===== src/rtl/opp_pkg.sv =====
package opp_pkg;
  localparam int unsigned CODE_W = 20;
  localparam int unsigned MV_W   = 12;
  localparam int unsigned KHZ_W  = 25;
  localparam int unsigned UV_W   = 22;
  localparam int unsigned WORD_W = CODE_W + MV_W;

  typedef struct packed {
    logic [MV_W-1:0]   mv;
    logic [CODE_W-1:0] code;
  } opp_word_t;

  // code * 20 = code*16 + code*4
  function automatic logic [KHZ_W-1:0] code_to_khz(input logic [CODE_W-1:0] c);
    logic [KHZ_W-1:0] w;
    w = {{(KHZ_W-CODE_W){1'b0}}, c};
    return (w << 4) + (w << 2);
  endfunction

  // mv * 1000 = mv*1024 - mv*16 - mv*8
  function automatic logic [UV_W-1:0] mv_to_uv(input logic [MV_W-1:0] m);
    logic [UV_W-1:0] w;
    w = {{(UV_W-MV_W){1'b0}}, m};
    return (w << 10) - (w << 4) - (w << 3);
  endfunction
endpackage


===== src/rtl/opp_entry_decode.sv =====
module opp_entry_decode
  import opp_pkg::*;
(
  input  logic [WORD_W-1:0] word_i,
  output logic [KHZ_W-1:0]  khz_o,
  output logic [MV_W-1:0]   mv_o
);
  opp_word_t w;
  assign w     = opp_word_t'(word_i);
  assign khz_o = code_to_khz(w.code);
  assign mv_o  = w.mv;
endmodule


===== src/rtl/opp_best_tracker.sv =====
module opp_best_tracker
  import opp_pkg::*;
#(
  parameter bit ABOVE = 1'b1
) (
  input  logic             clk,
  input  logic             rst_n,
  input  logic             clear_i,
  input  logic             upd_i,
  input  logic [KHZ_W-1:0] req_i,
  input  logic [KHZ_W-1:0] khz_i,
  input  logic [MV_W-1:0]  mv_i,
  output logic             have_o,
  output logic [KHZ_W-1:0] best_khz_o,
  output logic [MV_W-1:0]  best_mv_o
);
  logic side_ok;
  logic better;
  logic take;

  generate
    if (ABOVE) begin : g_above
      assign side_ok = (khz_i >= req_i);
      assign better  = !have_o || (khz_i <= best_khz_o);
    end else begin : g_below
      assign side_ok = (khz_i < req_i);
      assign better  = !have_o || (khz_i >= best_khz_o);
    end
  endgenerate

  assign take = upd_i && side_ok && better;

  always_ff @(posedge clk or negedge rst_n) begin
    if (!rst_n) begin
      have_o     <= 1'b0;
      best_khz_o <= '0;
      best_mv_o  <= '0;
    end else if (clear_i) begin
      have_o     <= 1'b0;
      best_khz_o <= '0;
      best_mv_o  <= '0;
    end else if (take) begin
      have_o     <= 1'b1;
      best_khz_o <= khz_i;
      best_mv_o  <= mv_i;
    end
  end

  // during a scan the kept value only moves toward the request
  generate
    if (ABOVE) begin : g_chk_above

      assert property (@(posedge clk) disable iff (!rst_n)
        (have_o && !clear_i) |=> (best_khz_o <= $past(best_khz_o)))
        else $error("best_above_monotonic_chk");
    end else begin : g_chk_below

      assert property (@(posedge clk) disable iff (!rst_n)
        (have_o && !clear_i) |=> (best_khz_o >= $past(best_khz_o)))
        else $error("best_below_monotonic_chk");
    end
  endgenerate

  // a tying entry replaces the kept voltage
  assert property (@(posedge clk) disable iff (!rst_n)
    (upd_i && !clear_i && have_o && side_ok && khz_i == best_khz_o) |=> (best_mv_o == $past(mv_i)))
    else $error("tie_replace_chk");
endmodule


===== src/rtl/opp_exact_finder.sv =====
module opp_exact_finder
  import opp_pkg::*;
#(
  parameter int unsigned IDX_W = 3
) (
  input  logic             clk,
  input  logic             rst_n,
  input  logic             clear_i,
  input  logic             upd_i,
  input  logic [IDX_W-1:0] idx_i,
  input  logic [KHZ_W-1:0] req_i,
  input  logic [KHZ_W-1:0] khz_i,
  output logic             found_o,
  output logic [IDX_W-1:0] idx_o
);
  logic hit;
  assign hit = upd_i && !found_o && (khz_i == req_i);

  always_ff @(posedge clk or negedge rst_n) begin
    if (!rst_n) begin
      found_o <= 1'b0;
      idx_o   <= '0;
    end else if (clear_i) begin
      found_o <= 1'b0;
      idx_o   <= '0;
    end else if (hit) begin
      found_o <= 1'b1;
      idx_o   <= idx_i;
    end
  end

  // the first match is kept until the next scan starts
  assert property (@(posedge clk) disable iff (!rst_n)
    (found_o && !clear_i) |=> (found_o && $stable(idx_o)))
    else $error("first_match_hold_chk");
endmodule


===== src/rtl/opp_round_search.sv =====
module opp_round_search
  import opp_pkg::*;
#(
  parameter int unsigned MAX_ENTRIES = 8,
  localparam int unsigned IDX_W = $clog2(MAX_ENTRIES),
  localparam int unsigned CNT_W = $clog2(MAX_ENTRIES + 1)
) (
  input  logic               clk,
  input  logic               rst_n,
  input  logic               start,
  input  logic [KHZ_W-1:0]   req_khz,
  input  logic [CNT_W-1:0]   entry_count,
  output logic [IDX_W-1:0]   tbl_addr,
  input  logic [WORD_W-1:0]  tbl_word,
  output logic               done,
  output logic [KHZ_W-1:0]   round_khz,
  output logic [UV_W-1:0]    round_uv,
  output logic [IDX_W-1:0]   match_idx,
  output logic               not_found
);
  localparam logic [CNT_W-1:0] MAX_CNT = CNT_W'(MAX_ENTRIES);

  logic             busy;
  logic [IDX_W-1:0] idx_q;
  logic [CNT_W-1:0] cnt_q;
  logic [KHZ_W-1:0] req_q;

  // named internal events
  logic             start_acc;
  logic             last_entry;
  logic [CNT_W-1:0] cnt_eff;

  logic [KHZ_W-1:0] ent_khz;
  logic [MV_W-1:0]  ent_mv;

  logic             hi_have, lo_have, found;
  logic [KHZ_W-1:0] hi_khz, lo_khz;
  logic [MV_W-1:0]  hi_mv, lo_mv;

  assign start_acc  = start && !busy;
  assign cnt_eff    = (entry_count > MAX_CNT) ? MAX_CNT : entry_count;
  assign last_entry = busy && ({1'b0, idx_q} == {1'b0, cnt_q} - 1'b1);
  assign tbl_addr   = idx_q;

  always_ff @(posedge clk or negedge rst_n) begin
    if (!rst_n) begin
      busy  <= 1'b0;
      idx_q <= '0;
      cnt_q <= '0;
      req_q <= '0;
      done  <= 1'b0;
    end else begin
      done <= 1'b0;
      if (start_acc) begin
        req_q <= req_khz;
        cnt_q <= cnt_eff;
        idx_q <= '0;
        busy  <= (cnt_eff != '0);
        done  <= (cnt_eff == '0);
      end else if (busy) begin
        idx_q <= idx_q + 1'b1;
        if (last_entry) begin
          busy <= 1'b0;
          done <= 1'b1;
        end
      end
    end
  end

  opp_entry_decode u_dec (
    .word_i (tbl_word),
    .khz_o  (ent_khz),
    .mv_o   (ent_mv)
  );

  opp_best_tracker #(.ABOVE(1'b1)) u_hi (
    .clk        (clk),
    .rst_n      (rst_n),
    .clear_i    (start_acc),
    .upd_i      (busy),
    .req_i      (req_q),
    .khz_i      (ent_khz),
    .mv_i       (ent_mv),
    .have_o     (hi_have),
    .best_khz_o (hi_khz),
    .best_mv_o  (hi_mv)
  );

  opp_best_tracker #(.ABOVE(1'b0)) u_lo (
    .clk        (clk),
    .rst_n      (rst_n),
    .clear_i    (start_acc),
    .upd_i      (busy),
    .req_i      (req_q),
    .khz_i      (ent_khz),
    .mv_i       (ent_mv),
    .have_o     (lo_have),
    .best_khz_o (lo_khz),
    .best_mv_o  (lo_mv)
  );

  opp_exact_finder #(.IDX_W(IDX_W)) u_exact (
    .clk     (clk),
    .rst_n   (rst_n),
    .clear_i (start_acc),
    .upd_i   (busy),
    .idx_i   (idx_q),
    .req_i   (req_q),
    .khz_i   (ent_khz),
    .found_o (found),
    .idx_o   (match_idx)
  );

  assign round_khz = hi_have ? hi_khz : (lo_have ? lo_khz : '0);
  assign round_uv  = hi_have ? mv_to_uv(hi_mv) : (lo_have ? mv_to_uv(lo_mv) : '0);
  assign not_found = !found;


  assert property (@(posedge clk) disable iff (!rst_n)
    busy |-> !done)
    else $error("no_done_while_busy_chk");


  assert property (@(posedge clk) disable iff (!rst_n)
    busy |-> ({1'b0, tbl_addr} < {1'b0, cnt_q}))
    else $error("addr_in_range_chk");


  assert property (@(posedge clk) disable iff (!rst_n)
    (busy && start) |=> $stable(req_q))
    else $error("busy_start_ignored_chk");

  // a result above the request exists only when one was seen
  assert property (@(posedge clk) disable iff (!rst_n)
    (done && round_khz >= req_q && round_khz != '0) |-> hi_have)
    else $error("round_side_chk");
endmodule


===== config.mk =====
export PLATFORM = sky130hd
export DESIGN_NAME = opp_round_search
export DESIGN_NICKNAME = d
export VERILOG_FILES = /design/src/rtl/opp_pkg.sv /design/src/rtl/opp_entry_decode.sv /design/src/rtl/opp_best_tracker.sv /design/src/rtl/opp_exact_finder.sv /design/src/rtl/opp_round_search.sv
export SDC_FILE = /design/constraint.sdc
export NUM_CORES = 1
export LEC_CHECK = 0
export CAP_MARGIN = 0
export CORE_MARGIN = 2
export CORE_UTILIZATION = 45
export DETAILED_ROUTE_END_ITERATION = 10
export GPL_TIMING_DRIVEN = 1
export PLACE_DENSITY = 0.65
export SYNTH_ARGS = -nofsm -noshare
export SYNTH_HDL_FRONTEND = slang
export SYNTH_HIERARCHICAL = 1
export SYNTH_SLANG_ARGS = --single-unit
export TNS_END_PERCENT = 1

===== constraint.sdc =====
create_clock -name clk -period 4.4 [get_ports clk]
set_input_delay 0.66 -clock clk [delete_from_list [all_inputs] [get_ports clk]]
set_output_delay 0.66 -clock clk [all_outputs]
set_load 0.02 [all_outputs]

* Yosys cells after proc, flatten, opt, wreduce, memory -nomap -nowiden
Cells that the tools add are included.
** Word-level totals
- Register bits after elaboration :: 114
- Input bits :: 64
- Output and inout port bits :: 55
- Logic and storage cells :: 76
** Operators by class
- Add/subtract/negate cells :: 7
- Order comparisons :: 5
- Eq/ne operators :: 2
- Multiplexer cells :: 29
- Reduce and logical (&&, ||, !) cells :: 20
** Operators by type and width (number)
- 25-bit two-way mux :: 6
- 25-bit >= comparator :: 2
- 12-bit two-way mux :: 4
- 22-bit two-way mux :: 2
- 22-bit by 15-bit subtractor with 22-bit output :: 2
- 22-bit by 16-bit subtractor with 22-bit output :: 2
- 24-bit by 22-bit adder with 25-bit output :: 1
- 25-bit == test :: 1
- 25-bit <= comparator :: 1
- 25-bit less-than comparator :: 1
- 1-bit two-way mux :: 12
- 3-bit two-way mux :: 4
- 1-bit logical AND :: 8
- 2-bit nonzero test :: 4
- 3-bit by 5-bit == test with 1-bit output :: 1
- 4-bit by 1-bit subtractor with 5-bit output (second input constant) :: 1
- 4-bit greater-than comparator (second input constant) :: 1
- 1-bit zero test :: 4
- 4-bit zero test :: 1
- 4-bit two-way mux :: 1
- 4-bit nonzero test :: 1
- 3-bit by 1-bit adder with 3-bit output (second input constant) :: 1
- 1-bit logical OR :: 2

* Longest topological paths before layout
- Depth in word-level cells :: 6
- Mapped depth :: 17
- Mapped depth without buffers :: 15

* Hierarchy
Netlist, hierarchy kept.
** By module, submodules not included
- opp_round_search :: instances 1, cells each 456, area each 4077.7 um^2, seq. area each 850.8 um^2
- opp_best_tracker (u_hi) :: instances 1, cells each 339, area each 3149.3 um^2, seq. area each 950.9 um^2
- opp_best_tracker (u_lo) :: instances 1, cells each 337, area each 3148.0 um^2, seq. area each 950.9 um^2
- opp_entry_decode :: instances 1, cells each 167, area each 1203.7 um^2, seq. area each 0.0 um^2
- opp_exact_finder :: instances 1, cells each 48, area each 469.2 um^2, seq. area each 100.1 um^2

* Worst setup path before layout
Ideal clock, no wire load.
- Path kind :: in2reg
- Start :: input port tbl_word[0]
- End :: register u_hi.best_khz_o[0]
- Data arrival time :: 4309 ps
- Required time :: 4321 ps
- Setup slack :: 12 ps
- Stages on the path :: 16
- Path buffers :: 2
- Cell sequence :: ha_1 fa_1 a211oi_1 o211ai_1 and3_1 o21ai_0 xnor2_1 ha_1 a21o_1 a221o_1 a22oi_1 nand2_1 o311ai_1 buf_6 buf_12 mux2i_1
** On the way
- Cells in the longest elaborated chain, start to end :: 5
** Ends and longest elaborated chain
- start, declared :: RTL line opp_round_search.sv:14 : input logic [WORD_W-1:0] tbl_word,
- 24-bit by 22-bit adder with 25-bit output * :: RTL line opp_pkg.sv:17 : return (w << 4) + (w << 2);
- named net ent_khz[18] :: RTL line opp_round_search.sv:33 : logic [KHZ_W-1:0] ent_khz;
- 25-bit >= comparator or 25-bit <= comparator (tied branches) :: RTL line opp_best_tracker.sv:23, opp_best_tracker.sv:24
- 1-bit logical AND or 1-bit logical OR (tied branches) :: RTL line opp_best_tracker.sv:31, opp_best_tracker.sv:24
- 1-bit logical AND * :: RTL line opp_best_tracker.sv:31 : assign take = upd_i && side_ok && better;
- 2-bit nonzero test (no source line) *
- end signal, assigned :: RTL line opp_best_tracker.sv:44 : best_khz_o <= khz_i;
- end, declared :: RTL line opp_best_tracker.sv:14 : output logic [KHZ_W-1:0] best_khz_o,
Mark *: on every way through the listed nets, which the timed path passes. The rest lies on a longest branch.
A chain may end at the register's enable or synchronous reset.

* Worst setup path after layout
- Start :: input port tbl_word[14]
- End :: register u_hi.best_khz_o[13]
Same word-level chain as after synthesis.

==> flow_summary.yaml <==
timing:
  final-setup-viol-count: 0
  finalCritPeriodShare_pct: 98.4
  hold_viol: 0
  fin_tns_setup_ps: 0
  final.min_clock_period_ps: 4330
  drv_slew: 0
  fin_skew_ps: 7.91
  rsz0062_at_grt: "true"
  hold_ws_ps: 352
  slew_headroom_pct: 41.5
  fmax_mhz: 231
  tightest_slew_ps: 878
yosys:
  synth.distinct_cells: 77
  synth.area.top_cells: "dfrtp_1 (24%), ha_1 (18%), nand2b_1 (8.5%)"
  synth_area_leader_cell: "dfrtp_1"
  muxShareOfSynthArea_pct: 9.39
  synth_top_family_by_area: "adder cells"
  synthXorXnorAreaFrac_pct: 5.67
  async_flop_share_pct: 100
  synth_area_um2: 12000
  yosys_warnings: 6
  synth.avg_cell_area_um2: 8.94
  synth_compound_area_share_pct: 15.6
  synth_simple_gate_area_share_pct: 17.2
  synth_top_area_share_pct: 23.7
  netlist_top_cells_count: "ha_1 (175), nand2b_1 (164), inv_1 (147), dfrtp_1 (114)"
  syn_inst: 1347
  ys.flop_type: "dfrtp_1"
  synth_adder_area_share_pct: 20.0
  yosysSeqAreaShare_pct: 23.7
  synth_edf_count: 0
  yosysMostFrequentCell: "ha_1"
  yosys_register_bits: 114
clock_network:
  cts.sinks: 114
  htreeDepth: 4
  cts_root_buffer: "clkbuf_16"
  clk_latency_ps: 420
  cts_tree: "yes"
  cts_buffers: 17
  clkTransAtPathRegs_ps: 50
  cts.path.max_buffers: 2
min_path:
  hold_class: "input port to async pin"
finish:
  nets: 1809
  final_area_um2: 15300
  syn_to_final_growth_pct: 27.2
  drive_above_1_share_pct: 17.5
  utilization_pct: 58.5
  num_antenna_cells: 0
route:
  drt_iter0_drc: 656
  dr.pass1.iters: 8
  dr_total_vias: 10371
  via_per_inst: 5.44
  wl_per_cell_um: 17.3
  antenna_left: 0
  drc: 0
  routed_wl_um: 32900
global_routing:
  grt_max_degree: 127
  globalRouteOverflowTotal: 0
  antenna_found_initial: 0
  grt_usage_pct: 23.3
  grt_pass1_wl_um: 52400
  first_global_vias: 10357
die:
  initial_core_util_pct: 46.0
  rows: 59
  die_h_um: 168
  io_pins: 119
  core_um2: 26200
  dieWidth_um: 168
  die_area_um2: 28100
worst_setup_path:
  cp.arrival_ps: 4650
  cp-end-kind: "flop"
  timing.rr.start: "req_q[18]"
  critPathLaunchType: "input port"
  cp_data_required_time_ps: 4730
  crit_type: "input port to flop"
  crit_start: "tbl_word[14]"
  reg2reg_depth: 10
  cp_max_fo: 6
placed_design:
  hpwl_um: 25300
  gp_congestion: 0.887
  io_buffer_count: 115
  place_area_um2: 14200
status:
  status: "finished clean"
run:
  cap_violations: 0
## final timing paths
| path | end | slack, ps |
|---|---|---|
| max | u_hi/best_khz_o[13] | 70 |
| max in group asynchronous | u_lo/best_khz_o[24] | 3120 |
| min reg2reg | u_exact/idx_o[2] | 550 |
| min in group clk | u_exact/idx_o[2] | 550 |
| max reg2reg | u_hi/best_khz_o[13] | 1660 |
| min | u_lo/best_khz_o[4] | 350 |
## timing repair
| action | CTS | global route |
|---|---|---|
| hold buffers | 0 | 0 |
| buffers inserted | 2 | 13 |
| gates resized for setup | 20 | 67 |
| gates cloned | 1 | 2 |
| setup endpoints to repair | 81 | 84 |
| pin swaps | 8 | 28 |
## cell families (layout without fill, tap and decap cells)
logic type                 Yosys count  in the layout
AOI/OAI and AO/OA                  279            279
xor gates and xnor gates            78             78
adders and majority gates          186            186
buffers and inverters              213            434
DFF                                114            114
muxes                              109            109
other                                2              5
and+or+nand+nor                    366            366
## layer usage
metal / routed length (um) / global-route usage, % / vias up
met1: 14800 / 29.5 / 4957
met3: 952 / 2.41 / 54
met4: 844 / 8.13 / 0
li1: - / - / 5126
met5: 0 / 0 / -
met2: 16300 / 41.3 / 234
## cell type report
cell class                      count  area, um^2
Fill cell                        2289       10900
Multi-Input combinational cell   1023        8540
Sequential cell                   114        2860
Timing Repair Buffer              256        2370
Inverter                          147         552
Clock buffer                       20         457
Tap cell                          335         419
Clock inverter                     11         136
## cells in the final DEF (no fill, tap or decap), types with 5 or more instances in the layout
cell,count
a211oi_1,11
a21o_1,17
a21oi_1,68
a21oi_2,10
a22o_1,36
a31oi_1,9
and2_1,8
and3_1,5
buf_4,130
clkbuf_16,19
clkdlybuf4s50_1,93
clkinv_2,6
conb_1,5
dfrtp_1,111
dlymetal6s2s_1,16
fa_1,10
ha_1,162
ha_4,10
inv_1,144
mux2_2,32
mux2i_1,75
nand2_1,52
nand2b_1,164
nand3_1,26
nand4_1,24
nor2_1,40
nor2b_1,6
nor3_1,11
nor4_1,6
o211ai_1,11
o21a_1,6
o21ai_0,47
o21ai_1,6
xnor2_1,39
xor2_1,32
## flip-flops by register name, summed over array words and instances (netlist names)
signal	count
u_lo/best_khz_o	25
u_lo/have_o	1
u_hi/have_o	1
req_q	25
done	1
u_hi/best_mv_o	12
busy	1
tbl_addr	3
cnt_q	4
u_hi/best_khz_o	25
u_lo/best_mv_o	12
u_exact/found_o	1
u_exact/idx_o	3
## critical path: stages
cell             delay [ps]
clkdlybuf4s50_1         500
ha_2                    310
a21oi_4                 130
o21ai_1                  80
a221o_1                 390
or2_4                   280
o311ai_2                240
buf_4                   200
ha_1                    230
and4_1                  170
nand4_1                 130
nor3_1                   80
a31oi_1                 160
nand2_1                 120
o311ai_4                410
buf_6                   190
buf_8                   130
mux2i_2                 230
## per-stage QoR
stage          std cells  worst slack, ps
4_1_cts             1891             -138
3_5_place_dp        1857             -703
2_1_floorplan       1350             11.7
3_3_place_gp        1857             -586
5_1_grt             1906            -94.0
6_report            1906             72.3
Power is left out: the tool's default activity adds up to more than one toggle a clock period on the data nets, which glitch-free logic cannot reach.
